$ cat src/rtl/mfa_pkg.sv
package mfa_pkg;
  // Load strobes handed from the valid control to the datapath stages.
  typedef struct packed {
    logic ldAlign;  // capture operands into the align/add stage
    logic ldRound;  // capture the normalised, rounded result
  } mfaStrobe_t;
endpackage

$ cat src/rtl/mfa_ctrl.sv
module mfa_ctrl
  import mfa_pkg::*;
(
  input  logic       clk,
  input  logic       rst,
  input  logic       inValid,
  output mfaStrobe_t strobe,
  output logic       outValid
);
  logic alignValid;

  always_ff @(posedge clk) begin
    if (rst) begin
      alignValid <= 1'b0;
      outValid   <= 1'b0;
    end else begin
      alignValid <= inValid;
      outValid   <= alignValid;
    end
  end

  assign strobe.ldAlign = inValid;
  assign strobe.ldRound = alignValid;
endmodule

$ cat src/rtl/mfa_datapath.sv
module mfa_datapath
  import mfa_pkg::*;
#(
  parameter  int EXP_W = 4,
  parameter  int MAN_W = 3,
  localparam int W     = 1 + EXP_W + MAN_W
) (
  input  logic         clk,
  input  mfaStrobe_t   strobe,
  input  logic [W-1:0] opA,
  input  logic [W-1:0] opB,
  output logic [W-1:0] sumOut,
  output logic         ovfFlag,
  output logic         invFlag,
  output logic         inxFlag
);
  localparam int SIG_W   = MAN_W + 1;   // significand with hidden bit
  localparam int EXT_W   = SIG_W + 3;   // plus guard, round, sticky
  localparam int SUM_W   = EXT_W + 1;   // plus carry
  localparam int EXP_MAX = (1 << EXP_W) - 1;
  localparam logic [W-1:0] CANON_NAN =
    {1'b0, {EXP_W{1'b1}}, 1'b1, {(MAN_W-1){1'b0}}};

  // ---------------- stage 1: unpack, order, align, add ----------------
  logic               sgnA, sgnB;
  logic [EXP_W-1:0]   expA, expB;
  logic [MAN_W-1:0]   manA, manB;
  assign {sgnA, expA, manA} = opA;
  assign {sgnB, expB, manB} = opB;

  logic nanA, nanB, infA, infB;
  assign nanA = (expA == EXP_W'(EXP_MAX)) && (manA != '0);
  assign nanB = (expB == EXP_W'(EXP_MAX)) && (manB != '0);
  assign infA = (expA == EXP_W'(EXP_MAX)) && (manA == '0);
  assign infB = (expB == EXP_W'(EXP_MAX)) && (manB == '0);

  logic               swap, bigSign, smallSign;
  logic [EXP_W-1:0]   bigExp, smallExp, bigEff, smallEff;
  logic [MAN_W-1:0]   bigMan, smallMan;
  logic [EXT_W-1:0]   bigExt, smallExt, smallAligned, shifted;
  logic               lostBits, effSub;
  logic [SUM_W-1:0]   sumRaw;
  int                 shiftAmt;

  always_comb begin
    swap      = {expB, manB} > {expA, manA};
    bigSign   = swap ? sgnB : sgnA;
    smallSign = swap ? sgnA : sgnB;
    bigExp    = swap ? expB : expA;
    smallExp  = swap ? expA : expB;
    bigMan    = swap ? manB : manA;
    smallMan  = swap ? manA : manB;
    // subnormals share the exponent of the smallest normal
    bigEff    = (bigExp == '0)   ? EXP_W'(1) : bigExp;
    smallEff  = (smallExp == '0) ? EXP_W'(1) : smallExp;
    bigExt    = {(bigExp != '0),   bigMan,   3'b000};
    smallExt  = {(smallExp != '0), smallMan, 3'b000};
    shiftAmt  = int'(bigEff) - int'(smallEff);
    lostBits  = 1'b0;
    if (shiftAmt >= EXT_W) begin
      shifted  = '0;
      lostBits = |smallExt;
    end else begin
      for (int i = 0; i < EXT_W; i++) begin
        if (i < shiftAmt) lostBits = lostBits | smallExt[i];
      end
      shifted = smallExt >> shiftAmt;
    end
    smallAligned = {shifted[EXT_W-1:1], shifted[0] | lostBits};
    effSub       = bigSign ^ smallSign;
    sumRaw       = effSub ? ({1'b0, bigExt} - {1'b0, smallAligned})
                          : ({1'b0, bigExt} + {1'b0, smallAligned});
  end

  logic               anyNan, infClash;
  assign anyNan   = nanA | nanB;
  assign infClash = infA & infB & (sgnA ^ sgnB);

  logic [SUM_W-1:0] alSum;
  logic [EXP_W-1:0] alExp;
  logic             alSign, alNan, alInv, alInf, alInfSign;

  always_ff @(posedge clk) begin
    if (strobe.ldAlign) begin
      alSum     <= sumRaw;
      alExp     <= bigEff;
      // exact cancellation rounds to +0; equal-signed zeros keep their sign
      alSign    <= (effSub && sumRaw == '0) ? 1'b0 : bigSign;
      alNan     <= anyNan | infClash;
      alInv     <= infClash & ~anyNan;
      alInf     <= (infA | infB) & ~anyNan & ~infClash;
      alInfSign <= infA ? sgnA : sgnB;
    end
  end

  // ---------------- stage 2: normalise, round, pack ----------------
  logic [EXT_W-1:0] normSig;
  logic [SIG_W-1:0] mant;
  logic [SIG_W:0]   rounded;
  logic [MAN_W-1:0] fracOut;
  logic             grd, stk, roundUp, overflow;
  logic [W-1:0]     nxtSum;
  logic [2:0]       nxtFlags;
  int               lead, shAmt, expI;

  always_comb begin
    lead = -1;
    for (int i = 0; i < EXT_W; i++) begin
      if (alSum[i]) lead = i;
    end
    expI  = int'(alExp);
    shAmt = 0;
    if (alSum[SUM_W-1]) begin
      normSig = {alSum[SUM_W-1:2], alSum[1] | alSum[0]};
      expI    = expI + 1;
    end else begin
      shAmt = EXT_W - 1 - lead;
      if (shAmt > expI - 1) shAmt = expI - 1;
      normSig = alSum[EXT_W-1:0] << shAmt;
      expI    = expI - shAmt;
    end
    mant    = normSig[EXT_W-1:3];
    grd     = normSig[2];
    stk     = normSig[1] | normSig[0];
    roundUp = grd & (stk | mant[0]);
    rounded = {1'b0, mant} + {{SIG_W{1'b0}}, roundUp};
    if (rounded[SIG_W]) begin
      expI    = expI + 1;
      fracOut = '0;
    end else begin
      fracOut = rounded[MAN_W-1:0];
      if (!rounded[MAN_W]) expI = 0;   // still subnormal after rounding
    end
    overflow = (expI >= EXP_MAX);

    if (alNan) begin
      nxtSum   = CANON_NAN;
      nxtFlags = {1'b0, alInv, 1'b0};
    end else if (alInf) begin
      nxtSum   = {alInfSign, {EXP_W{1'b1}}, {MAN_W{1'b0}}};
      nxtFlags = 3'b000;
    end else if (overflow) begin
      nxtSum   = {alSign, {EXP_W{1'b1}}, {MAN_W{1'b0}}};
      nxtFlags = 3'b101;
    end else begin
      nxtSum   = {alSign, EXP_W'(expI), fracOut};
      nxtFlags = {2'b00, grd | stk};
    end
  end

  always_ff @(posedge clk) begin
    if (strobe.ldRound) begin
      sumOut                      <= nxtSum;
      {ovfFlag, invFlag, inxFlag} <= nxtFlags;
    end
  end
endmodule

$ cat src/rtl/minifloat_adder.sv
module minifloat_adder
  import mfa_pkg::*;
#(
  parameter  int EXP_W = 4,
  parameter  int MAN_W = 3,
  parameter  int BIAS  = 7,
  localparam int W     = 1 + EXP_W + MAN_W
) (
  input  logic         clk,
  input  logic         rst,
  input  logic         inValid,
  input  logic [W-1:0] opA,
  input  logic [W-1:0] opB,
  output logic         outValid,
  output logic [W-1:0] sumOut,
  output logic         ovfFlag,
  output logic         invFlag,
  output logic         inxFlag
);
  // Addition depends only on exponent differences, so the bias needs
  // only to lie within the usable exponent range.
  if (BIAS < 1 || BIAS > (1 << EXP_W) - 2) begin : g_bias_range
    $error("minifloat_adder: BIAS outside exponent range");
  end

  mfaStrobe_t strobe;

  mfa_ctrl u_ctrl (
    .clk      (clk),
    .rst      (rst),
    .inValid  (inValid),
    .strobe   (strobe),
    .outValid (outValid)
  );

  mfa_datapath #(.EXP_W(EXP_W), .MAN_W(MAN_W)) u_dp (
    .clk     (clk),
    .strobe  (strobe),
    .opA     (opA),
    .opB     (opB),
    .sumOut  (sumOut),
    .ovfFlag (ovfFlag),
    .invFlag (invFlag),
    .inxFlag (inxFlag)
  );
endmodule

$ cat config.mk
export PLATFORM = sky130hd
export DESIGN_NAME = minifloat_adder
export DESIGN_NICKNAME = d
export VERILOG_FILES = /design/src/rtl/mfa_pkg.sv /design/src/rtl/mfa_ctrl.sv /design/src/rtl/mfa_datapath.sv /design/src/rtl/minifloat_adder.sv
export SDC_FILE = /design/constraint.sdc
export NUM_CORES = 1
export LEC_CHECK = 0
export ABC_AREA = 1
export BUFFER_PORTS_ARGS = -buffer_cell sky130_fd_sc_hd__buf_2
export CAP_MARGIN = 20
export CORE_AREA = 2 2 100 82
export DETAILED_ROUTE_END_ITERATION = 7
export DIE_AREA = 0 0 102 84
export GPL_TIMING_DRIVEN = 0
export PLACE_DENSITY_LB_ADDON = 0.08
export SYNTH_ARGS = -nofsm -noshare
export SYNTH_HDL_FRONTEND = slang
export SYNTH_SLANG_ARGS = --single-unit
$ cat constraint.sdc
create_clock -name clk -period 5.5 [get_ports clk]
set_input_delay 0.55 -clock clk [delete_from_list [all_inputs] [get_ports clk]]
set_output_delay 0.55 -clock clk [all_outputs]
set_load 0.05 [all_outputs]
==> load_flow_metrics.sql <==
INSERT INTO impl_metrics (metric_group, metric, value, unit) VALUES
('run_status', 'run_status', 'complete, no violations', ''),
('yosys', 'synth.most_common_cell', 'nand2_1', ''),
('timing', 'finalMaxSlewViolations', '0', ''),
('worst_setup_path', 'cpPeakStageDelay', '0.48', 'ns'),
('worst_setup_path', 'worst_setup_path_start_kind', 'register', ''),
('yosys', 'synth_edf_count', '28', ''),
('floorplan', 'core_area', '0.00769', 'mm²'),
('cts', 'cts_max_level', '2', ''),
('place', 'placement.io_buffers', '30', ''),
('worst_setup_path', 'critical_path_arrival', '5.49', 'ns'),
('yosys', 'dominantRegCellSynth', 'edfxtp_1', ''),
('floorplan', 'fp.dieArea', '0.00857', 'mm²'),
('yosys', 'ys_async_sr_fraction', '0', ''),
('final_layout', 'n_fill_cell', '674', ''),
('yosys', 'synth.cell_area', '0.00415', 'mm²'),
('drt', 'routed-via-count', '4395', ''),
('final_layout', 'layout_top_registers', 'u_dp.alSum (8), u_dp.sumOut (8), u_dp.alExp (4)', ''),
('yosys', 'postSynthRegisterBits', '30', ''),
('global_routing', 'grt_pass1_wl', '16300', 'µm'),
('drt', 'detail_route.first_pass.iterations', '5', ''),
('job', 'max_cap_violations', '0', ''),
('yosys', 'yosys-top-cells-area', 'edfxtp_1, nand2_1, ha_1', ''),
('cts', 'clkLatencyLatePin', '0.28', 'ns'),
('yosys', 'synthesis.yosys.warnings', '0', ''),
('floorplan', 'initial_core_utilization', '0.539', ''),
('drt', 'route.detailed.drc', '0', ''),
('floorplan', 'die-height', '84', 'µm'),
('final_layout', 'share_of_post_route_cells_with_drive_strength_above_1', '0.297', ''),
('worst_setup_path', 'path_buf_inv', '8', ''),
('floorplan', 'floorplan.rows', '29', ''),
('floorplan', 'design.portCount', '31', ''),
('timing', 'rsz0062_at_grt', 'true', ''),
('timing', 'finalWorstPathRequiredPeriod', '5.46', 'ns'),
('cts', 'clock_tree.buffer_depth', '2', ''),
('timing', 'timing.setup.tns', '0', 'ns'),
('timing', 'finalCritPeriodShare', '0.992', ''),
('yosys', 'mappedNetlistNets', '701', ''),
('yosys', 'synth_top_area_cell', 'edfxtp_1', ''),
('worst_setup_path', 'crit_family', 'simple AND/OR/NAND/NOR gates', ''),
('cts', 'number_of_hold_repair_buffers_added_at_the_cts_stage', '0', ''),
('cts', 'tritoncts', 'built', ''),
('timing', 'worst_slew_margin_rel', '0.392', ''),
('timing', 'timing.final.setup_violations', '0', ''),
('yosys', 'syn_avg_cell_area', '6.52', 'µm²'),
('global_routing', 'first_global_vias', '3645', ''),
('drt', 'vias_per_cell', '5.35', ''),
('yosys', 'synth.distinct_cells', '47', ''),
('global_routing', 'global_route.usage.total', '0.231', ''),
('global_routing', 'antenna_found_initial', '0', ''),
('timing', 'skew', '0.00786', 'ns'),
('worst_hold_path', 'hold_class', 'in2reg', ''),
('place', 'dp_hpwl', '7920', 'µm'),
('drt', 'detail-route-antenna-nets', '0', ''),
('cts', 'clk_pin_slew_worst_paths', '0.07', 'ns'),
('timing', 'worstMarginPinSlew', '0.903', 'ns'),
('yosys', 'post_synth_top_cells', 'nand2_1, inv_1, nor2_1', ''),
('drt', 'detail_route.wirelength', '11000', 'µm'),
('final_layout', 'final_area', '0.00532', 'mm²'),
('cts', 'cts-buffers-inserted', '5', ''),
('cts', 'cts-root-buf', 'clkbuf_8', ''),
('timing', 'max_clock_freq', '0.183', 'GHz'),
('cts', 'tritoncts_num_sinks', '30', ''),
('final_layout', 'n_antenna_cell', '0', ''),
('worst_setup_path', 'cpMostUsedCell', 'nand2_1', ''),
('worst_setup_path', 'critical_path_class', 'reg2reg', ''),
('timing', 'final_number_of_hold_violating_endpoints', '0', ''),
('global_routing', 'grt.overflow.total', '0', ''),
('place', 'place.gp.congestion', '0.958', ''),
('final_layout', 'layout.nets', '777', ''),
('final_layout', 'area_delta_synth_final', '28.3', '%'),
('place', 'placement.cell_area', '0.00443', 'mm²'),
('worst_setup_path', 'critPathCaptureType', 'register', ''),
('yosys', 'ys_seq_area_frac', '0.212', ''),
('worst_setup_path', 'worst_path_max_delay_cell', 'edfxtp_1', ''),
('floorplan', 'die_extent_in_x', '102', 'µm'),
('worst_setup_path', 'crit_required', '5.54', 'ns'),
('drt', 'initialDrtViolationCount', '340', ''),
('global_routing', 'maximum_number_of_pins_on_one_net_before_global_route_repair', '19', ''),
('drt', 'route.detailed.wl_per_inst', '13.4', 'µm'),
('yosys', 'post_synth_inst_count', '636', ''),
('yosys', 'synthDominantCellAreaShare', '0.203', ''),
('worst_setup_path', 'critical_path_peak_fanout', '9', '');
## cell usage in the layout, fill, tap and decap left out, types with 4 or more instances in the layout
| cell | n |
|---|---|
| a21oi_2 | 6 |
| nor2_4 | 4 |
| clkbuf_8 | 6 |
| inv_1 | 83 |
| buf_6 | 5 |
| or2_2 | 5 |
| nand2_4 | 8 |
| nand3_1 | 33 |
| nor3_2 | 4 |
| xor2_1 | 6 |
| nor2_1 | 49 |
| a21oi_1 | 21 |
| o21ai_2 | 12 |
| inv_2 | 21 |
| buf_4 | 39 |
| nand3_2 | 9 |
| ha_1 | 25 |
| nand2_1 | 168 |
| buf_2 | 30 |
| xnor2_1 | 5 |
| edfxtp_1 | 28 |
| o21ai_0 | 25 |
| o21ai_1 | 12 |
| ha_4 | 15 |
| nor2_2 | 5 |
| nor3_1 | 7 |
| nand4_1 | 14 |
| nand2_2 | 15 |
## final cells by class
class                   count  area [µm²]  area share
multi-input cells         490        3280       0.616
flip-flops and latches     30         881       0.166
repair buffers             70         462      0.0868
inverters                 107         404      0.0760
well taps                 108         135      0.0254
clock buffers               6        82.6      0.0155
plain buffers               8        63.8      0.0120
clock inverters             2        12.5     0.00235
## final timing paths
kind | startpoint | end | slack [ns] | cells past startpoint
min reg2reg | u_dp.alInv | u_dp.invFlag | 0.51 | 2
max reg2reg | u_dp.alSum[0] | u_dp.sumOut[2] | 0.04 | 42
max | u_dp.alSum[0] | u_dp.sumOut[2] | 0.04 | 42
min | rst | u_ctrl.alignValid | 0.43 | 2
## metal layers
layer,vias up,part of all wire,track usage,wire (µm)
li1,2228,-,-,-
met1,1991,0.47,0.351,5140
met2,164,0.46,0.357,5110
met3,12,0.064,0.0327,703
met4,0,0.0070,0.0291,77
met5,-,0,0,0
## cells by family (layout without fill, tap and decap cells)
family,count (synthesis),count (layout),synth area share
buf+inv,116,193,0.110
compound gates,94,94,0.126
simple gates,337,337,0.381
fa+ha+maj,46,46,0.144
xor+xnor,12,12,0.0254
other cells,1,1,0.000905
flops,30,30,0.212
## stage by stage
stage / utilization / hold WS (ns) / worst slack (ns) / std cells
after floorplan: - / 0.481 / 0.0461 / 636
after global placement: 0.576 / 0.488 / -0.945 / 774
after detailed placement: 0.576 / 0.498 / -1.05 / 774
after CTS: 0.609 / 0.431 / 0.00258 / 790
after global routing: 0.691 / 0.428 / -0.388 / 821
final: 0.691 / 0.435 / 0.0433 / 821
## repair_timing
item,CTS,global route
gates cloned,0,0
hold endpoints to repair,0,0
endpoints found under the setup margin,14,13
resized for setup,28,102
buffers inserted,8,32
pin swaps,9,55
Power is left out: the tool's default activity adds up to more than one toggle a clock period on the data nets, which glitch-free logic cannot reach.
